## src/rtl/pmw_pkg.sv

```systemverilog
// Package pmw_pkg
// Shared types for the program memory long-write controller.
// Assumes: one phase state machine with two states.
package pmw_pkg;
    typedef enum logic {
        PH_IDLE = 1'b0,
        PH_PROG = 1'b1
    } pmw_phase_e;
endpackage

```

## src/rtl/pmw_lwe_reg.sv

```systemverilog
// Module pmw_lwe_reg
// Holds the sticky long-write enable. A request can set it.
// Nothing but reset clears it.
// Assumes: rst_all_n is already the AND of every reset source.
module pmw_lwe_reg (
    input  logic clk,
    input  logic rst_all_n,
    input  logic set_req,
    output logic lwe_q
);
    // Set on request; clear only on reset.
    always_ff @(posedge clk) begin
        if (!rst_all_n)   lwe_q <= 1'b0;
        else if (set_req) lwe_q <= 1'b1;
    end
endmodule

```

## src/rtl/pmw_latch.sv

```systemverilog
// Module pmw_latch
// Two byte-wide holding latches, one per byte lane, plus the word
// address captured when a phase starts.
// Assumes: wr_en is already gated off while a phase is active.
module pmw_latch #(
    parameter int ADDR_W = 12,
    parameter int BYTE_W = 8
) (
    input  logic                  clk,
    input  logic                  rst_all_n,
    input  logic                  wr_en,
    input  logic [ADDR_W-1:0]     wr_addr,
    input  logic [BYTE_W-1:0]     wr_data,
    input  logic                  capture,
    output logic [2*BYTE_W-1:0]   word,
    output logic [ADDR_W-2:0]     waddr
);
    localparam int LANES = 2;

    logic [BYTE_W-1:0] lane_val [LANES];

    for (genvar g = 0; g < LANES; g++) begin : g_lane
        logic [BYTE_W-1:0] q;
        // Load this lane when an accepted write selects it.
        always_ff @(posedge clk) begin
            if (!rst_all_n)
                q <= '0;
            else if (wr_en && (wr_addr[0] == (g != 0)))
                q <= wr_data;
        end
        assign lane_val[g] = q;
    end

    assign word = {lane_val[1], lane_val[0]};

    // Capture the word address of the odd write that opens a phase.
    always_ff @(posedge clk) begin
        if (!rst_all_n)   waddr <= '0;
        else if (capture) waddr <= wr_addr[ADDR_W-1:1];
    end
endmodule

```

## src/rtl/pmw_phase_fsm.sv

```systemverilog
// Module pmw_phase_fsm
// Programming phase sequencer. It enters the phase on start and leaves on
// an interrupt, with a one-cycle done pulse. Reset aborts it silently.
// It also keeps the sticky voltage-fault flag.
// Assumes: start is only raised while idle.
module pmw_phase_fsm
    import pmw_pkg::*;
(
    input  logic clk,
    input  logic rst_all_n,
    input  logic start,
    input  logic irq_term,
    input  logic vpp_ok,
    output logic active,
    output logic done,
    output logic vfault
);
    pmw_phase_e state_q, state_d;

    // Next-state selection for the phase.
    always_comb begin
        state_d = state_q;
        case (state_q)
            PH_IDLE: if (start)    state_d = PH_PROG;
            PH_PROG: if (irq_term) state_d = PH_IDLE;
            default:               state_d = PH_IDLE;
        endcase
    end

    // State register.
    always_ff @(posedge clk) begin
        if (!rst_all_n) state_q <= PH_IDLE;
        else            state_q <= state_d;
    end

    // One-cycle done pulse when an interrupt closes the phase.
    always_ff @(posedge clk) begin
        if (!rst_all_n) done <= 1'b0;
        else            done <= (state_q == PH_PROG) && irq_term;
    end

    // Sticky fault flag: set on voltage loss, cleared when a phase opens.
    always_ff @(posedge clk) begin
        if (!rst_all_n)
            vfault <= 1'b0;
        else if (start)
            vfault <= 1'b0;
        else if ((state_q == PH_PROG) && !vpp_ok)
            vfault <= 1'b1;
    end

    assign active = (state_q == PH_PROG);
endmodule

```

## src/rtl/pmw_longwrite_ctrl.sv

```systemverilog
// Module pmw_longwrite_ctrl (top)
// Gathers table-write bytes into holding latches. It opens a long
// programming phase when an odd-byte write meets both the sticky enable
// and the programming voltage, and halts the core until an interrupt
// or a reset.
// Assumes: both resets are synchronous to clk and active low.
module pmw_longwrite_ctrl #(
    parameter int ADDR_W = 12,
    parameter int BYTE_W = 8
) (
    input  logic                  clk,
    input  logic                  rst_n,
    input  logic                  ext_rst_n,
    input  logic                  tw_valid,
    input  logic [ADDR_W-1:0]     tw_addr,
    input  logic [BYTE_W-1:0]     tw_data,
    input  logic                  lwe_set,
    input  logic                  vpp_ok,
    input  logic                  irq_term,
    output logic                  lwe_o,
    output logic                  halt_o,
    output logic                  prog_active_o,
    output logic [ADDR_W-2:0]     prog_waddr_o,
    output logic [2*BYTE_W-1:0]   prog_wdata_o,
    output logic                  done_o,
    output logic                  vfault_o
);
    localparam int WORD_W = 2 * BYTE_W;

    logic              rst_all_n;
    logic              lwe_q;
    logic              active;
    logic              accept;
    logic              start;
    logic [WORD_W-1:0] word;

    assign rst_all_n = rst_n & ext_rst_n;
    assign accept    = tw_valid & ~active;
    assign start     = accept & tw_addr[0] & lwe_q & vpp_ok;

    pmw_lwe_reg u_lwe (
        .clk       (clk),
        .rst_all_n (rst_all_n),
        .set_req   (lwe_set),
        .lwe_q     (lwe_q)
    );

    pmw_latch #(.ADDR_W(ADDR_W), .BYTE_W(BYTE_W)) u_latch (
        .clk       (clk),
        .rst_all_n (rst_all_n),
        .wr_en     (accept),
        .wr_addr   (tw_addr),
        .wr_data   (tw_data),
        .capture   (start),
        .word      (word),
        .waddr     (prog_waddr_o)
    );

    pmw_phase_fsm u_fsm (
        .clk       (clk),
        .rst_all_n (rst_all_n),
        .start     (start),
        .irq_term  (irq_term),
        .vpp_ok    (vpp_ok),
        .active    (active),
        .done      (done_o),
        .vfault    (vfault_o)
    );

    assign lwe_o         = lwe_q;
    assign halt_o        = active;
    assign prog_active_o = active;
    assign prog_wdata_o  = word;
endmodule

```

## config.mk

```make
export PLATFORM = sky130hd
export DESIGN_NAME = pmw_longwrite_ctrl
export DESIGN_NICKNAME = d
export VERILOG_FILES = /design/src/rtl/pmw_pkg.sv /design/src/rtl/pmw_lwe_reg.sv /design/src/rtl/pmw_latch.sv /design/src/rtl/pmw_phase_fsm.sv /design/src/rtl/pmw_longwrite_ctrl.sv
export SDC_FILE = /design/constraint.sdc
export NUM_CORES = 1
export LEC_CHECK = 0
export ABC_AREA = 0
export BUFFER_PORTS_ARGS = -buffer_cell sky130_fd_sc_hd__buf_2
export CORE_UTILIZATION = 40
export DETAILED_ROUTE_END_ITERATION = 10
export GPL_TIMING_DRIVEN = 1
export PLACE_DENSITY = 0.71
export SKIP_CTS_REPAIR_TIMING = 1
export SLEW_MARGIN = 5
export SYNTH_ARGS = -nofsm -noshare
export SYNTH_HDL_FRONTEND = slang
export SYNTH_SLANG_ARGS = --single-unit
```

## constraint.sdc

```tcl
create_clock -name clk -period 1.4 [get_ports clk]
set_input_delay 0.28 -clock clk [delete_from_list [all_inputs] [get_ports clk]]
set_output_delay 0.28 -clock clk [all_outputs]
set_load 0.03 [all_outputs]
```

==> Flow_metrics.wiki <==
{| class="wikitable"
! Metric !! Value
|-
| Result of the run || completed
|-
| Number of remaining DRC errors || 0
|-
| Part of the power in the clock network || 38.0%
|-
| Startpoint-to-endpoint class of the critical path || flop to output port
|-
| Area enclosed by the die boundary || 3160 µm²
|-
| Setup Skew || 13.1 ps
|-
| Cell at the slowest stage of the critical path || dfxtp_1
|-
| Number of flops mapped to enable cells by yosys || 0
|-
| Clock slew at the register clock pins of the worst setup and hold paths || 90 ps
|-
| Total power draw || 1.72 mW
|-
| Cells traversed along the worst timing path || buf_2
|-
| Flip-flop and latch count after synthesis || 31
|-
| Power spent charging and discharging nets || 0.390 mW
|-
| Mean area per synthesized cell || 9.04 µm²
|-
| WP buf/inv || 1
|-
| Post-Syn Instances || 130
|-
| Part of the Yosys area used for sequential elements || 52.8%
|-
| Number of pins with negative max-slew slack in the final report || 0
|-
| Global-route usage over all layers || 18.3%
|-
| Kind of cell with the highest combined delay on the critical path || flip-flops
|-
| Cell Int Power || 1.32 mW
|-
| Number of violations of the max-capacitance limit || 0
|-
| Growth of design area from synthesis to finish || 30.6%
|-
| Count of inserted antenna diode cells || 0
|-
| Post-layout net count || 216
|-
| Effective utilization at floorplan || 42.6%
|-
| Worst max-slew margin expressed relative to the limit || a little over two thirds
|-
| Count of fill cells added during filler insertion || 247
|-
| Die height || 56.2 µm
|-
| Maximum number of pins on one net before global-route repair || 32
|-
| Area of the multi-input gates || between 400 and 500 µm²
|-
| Number of detailed-routing iterations run before antenna repair || 4
|-
| Placer congestion estimate || 0.806
|-
| Master cell of the clock root buffer || clkbuf_4
|-
| Residual overflow from global routing || 0
|-
| Final setup violation count || 0
|-
| CTS tree || built
|-
| Actual transition at the worst max-transition pin || 439 ps
|-
| Category of the worst setup path capture point || output port
|-
| H-Tree Level Count || 2
|-
| Share of final-layout standard cells stronger than drive strength 1 || 37.6%
|-
| Combinational Power Share || a little under a tenth
|-
| Sequential cell area || 621 µm²
|-
| Clock insertion delay at the later pin of the skew report || 330 ps
|-
| Worst-path maximum fanout || 8
|-
| Routed wire per std cell || between 10 and 15 µm
|-
| Final HPWL from detailed placement || 1990 µm
|-
| Final setup TNS || 0 ps
|-
| Antenna violations before repair || 0
|-
| Yosys warning count || 0
|-
| Power density normalized to cell area || approximately 1100 nW/µm²
|-
| Number of I/O port buffers || 58
|-
| Required time of the critical path || approximately 1100 ps
|-
| Pre-CTS worst setup slack || 226 ps
|-
| Max VDD drop || 0.773 mV
|-
| CTS sink cnt || 31
|-
| Width of the die || between 50 and 60 µm
|-
| Worst path arrival time || 1040 ps
|-
| Cell leakage power || between 0.7 and 0.8 nW
|-
| Maximum clock frequency || 0.758 GHz
|-
| Cell row count || 19
|-
| Number of distinct standard cells referenced by the synthesized netlist || 16
|-
| Std-Cell Core Area || 2760 µm²
|-
| Min setup slack post-route || 81.2 ps
|-
| Drt initial violations || 53
|-
| Async set-or-reset flop fraction in the synthesized netlist || 0%
|-
| Via count of the first global-routing pass || 1008
|-
| DR vias/cell || 4.95
|-
| Time the worst path needs with I/O delays and setup || 1320 ps
|-
| Unrepaired setup endpoints after global routing || false
|-
| Synthesized cell area || 1170 µm²
|-
| Vias post-DR || ~1100
|-
| I/O pin count || between 50 and 60
|-
| Post-DRT Antenna Nets || 0
|-
| Net count of the mapped netlist || 157
|-
| Most used flip-flop cell after synthesis || dfxtp_1
|-
| First-pass GRT wire length || 4440 µm
|-
| CTS buffer count || 5
|-
| Part of the total power dissipated in sequential elements || 52.5%
|-
| Switching share of power || a little under a quarter
|-
| Final hold violation count || 0
|-
| Hold WC Path Type || input port to flop
|-
| Kind of start point of the critical path || flop
|-
| Max Buffers Root-to-Sink || 2
|-
| Final routed wirelength across all metal layers || ~2700 µm
|-
| Max stage delay on crit path || 460 ps
|-
| Period Utilization, post-route || 94.2%
|}
## power by group through the flow
stage	Combinational, mW	Clock [mW]	Sequential [mW]
finish	0.162	0.652	0.901
global route	0.179	0.715	0.903
CTS	0.164	0.681	0.901
detailed placement	0.164	0	0.921
global placement	0.161	0	0.921
floorplan	0.0746	0	0.946
## layout by cell type (no fill, tap or decap)
| master | Yosys | routed |
|---|---|---|
| bufinv_16 | 0 | 1 |
| dfxtp_1 | 31 | 31 |
| clkbuf_4 | 0 | 5 |
| a21oi_1 | 21 | 21 |
| nand3_1 | 11 | 11 |
| nor3b_2 | 2 | 2 |
| and2_1 | 1 | 1 |
| nand2_1 | 20 | 20 |
| nor2_1 | 11 | 11 |
| or2b_1 | 1 | 1 |
| nand3b_4 | 1 | 1 |
| buf_4 | 3 | 4 |
| and3b_1 | 1 | 1 |
| o21ai_0 | 11 | 11 |
| buf_2 | 0 | 58 |
| inv_1 | 1 | 1 |
| mux2i_1 | 8 | 8 |
| clkbuf_1 | 4 | 1 |
## through the flow
step	instances	hold slack, ps	utilization (%)	area (µm²)
after global routing	220	175	55.6	1530
after detailed placement	213	448	53.0	1460
final	220	150	55.6	1530
after floorplan	130	394	-	1170
after global placement	213	445	53.0	1460
after CTS	220	131	55.6	1530
## worst paths after layout
check / end / from / depth (start not counted) / slack, ps
setup / recovery: halt_o / u_fsm.active / 1 / 80
setup reg to reg: u_fsm.vfault / u_lwe.lwe_q / 3 / 220
hold reg to reg: u_latch.g_lane[1].q[0] / u_latch.g_lane[1].q[0] / 2 / 460
hold / removal: u_lwe.lwe_q / lwe_set / 3 / 150
## kinds of logic after synthesis
group | synth area share [%]
AOI/OAI and AO/OA | 13.6
and+or+nand+nor | 20.3
muxes | 6.82
DFF | 52.8
buffers and inverters | 6.39
## synthesized netlist by cell type, types with 2 or more instances
cell type,instances,area [µm²]
dfxtp_1,31,621
a21oi_1,21,105
nand2_1,20,75.1
nand3_1,11,55.1
nor2_1,11,41.3
o21ai_0,11,55.1
mux2i_1,8,80.1
clkbuf_1,4,15.0
buf_4,3,22.5
buf_6,3,33.8
nor3b_2,2,25.0
## layout make-up
type                            count  share of cell area [%]
Timing Repair Buffer               62                    20.9
Clock inverter                      1                    1.96
Clock buffer                        6                    2.69
Tap cell                           31                    2.53
Multi-Input combinational cell     88                    31.2
Sequential cell                    31                    40.5
Inverter                            1                   0.245
## registers in the layout, summed over array words and instances (netlist names)
signal / cells
u_fsm.done: 1
u_latch.g_lane.q: 16
u_fsm.vfault: 1
u_lwe.lwe_q: 1
u_fsm.active: 1
u_latch.waddr: 11
## per-layer routing
metal | wire [µm] | up-vias | part of all wire [%] | track usage (%)
met5 | 0 | - | 0 | 0
met4 | 28 | 0 | 1.0 | 6.27
met3 | 200 | 3 | 7.4 | 6.74
met2 | 1220 | 49 | 45 | 28.4
met1 | 1250 | 482 | 46 | 23.5
li1 | - | 556 | - | -
## tightest hold or removal path: stages
cell	delay [ps]
buf_2	70
nor2_1	30
nor2_1	60
(Power assumes the default switching activity.)
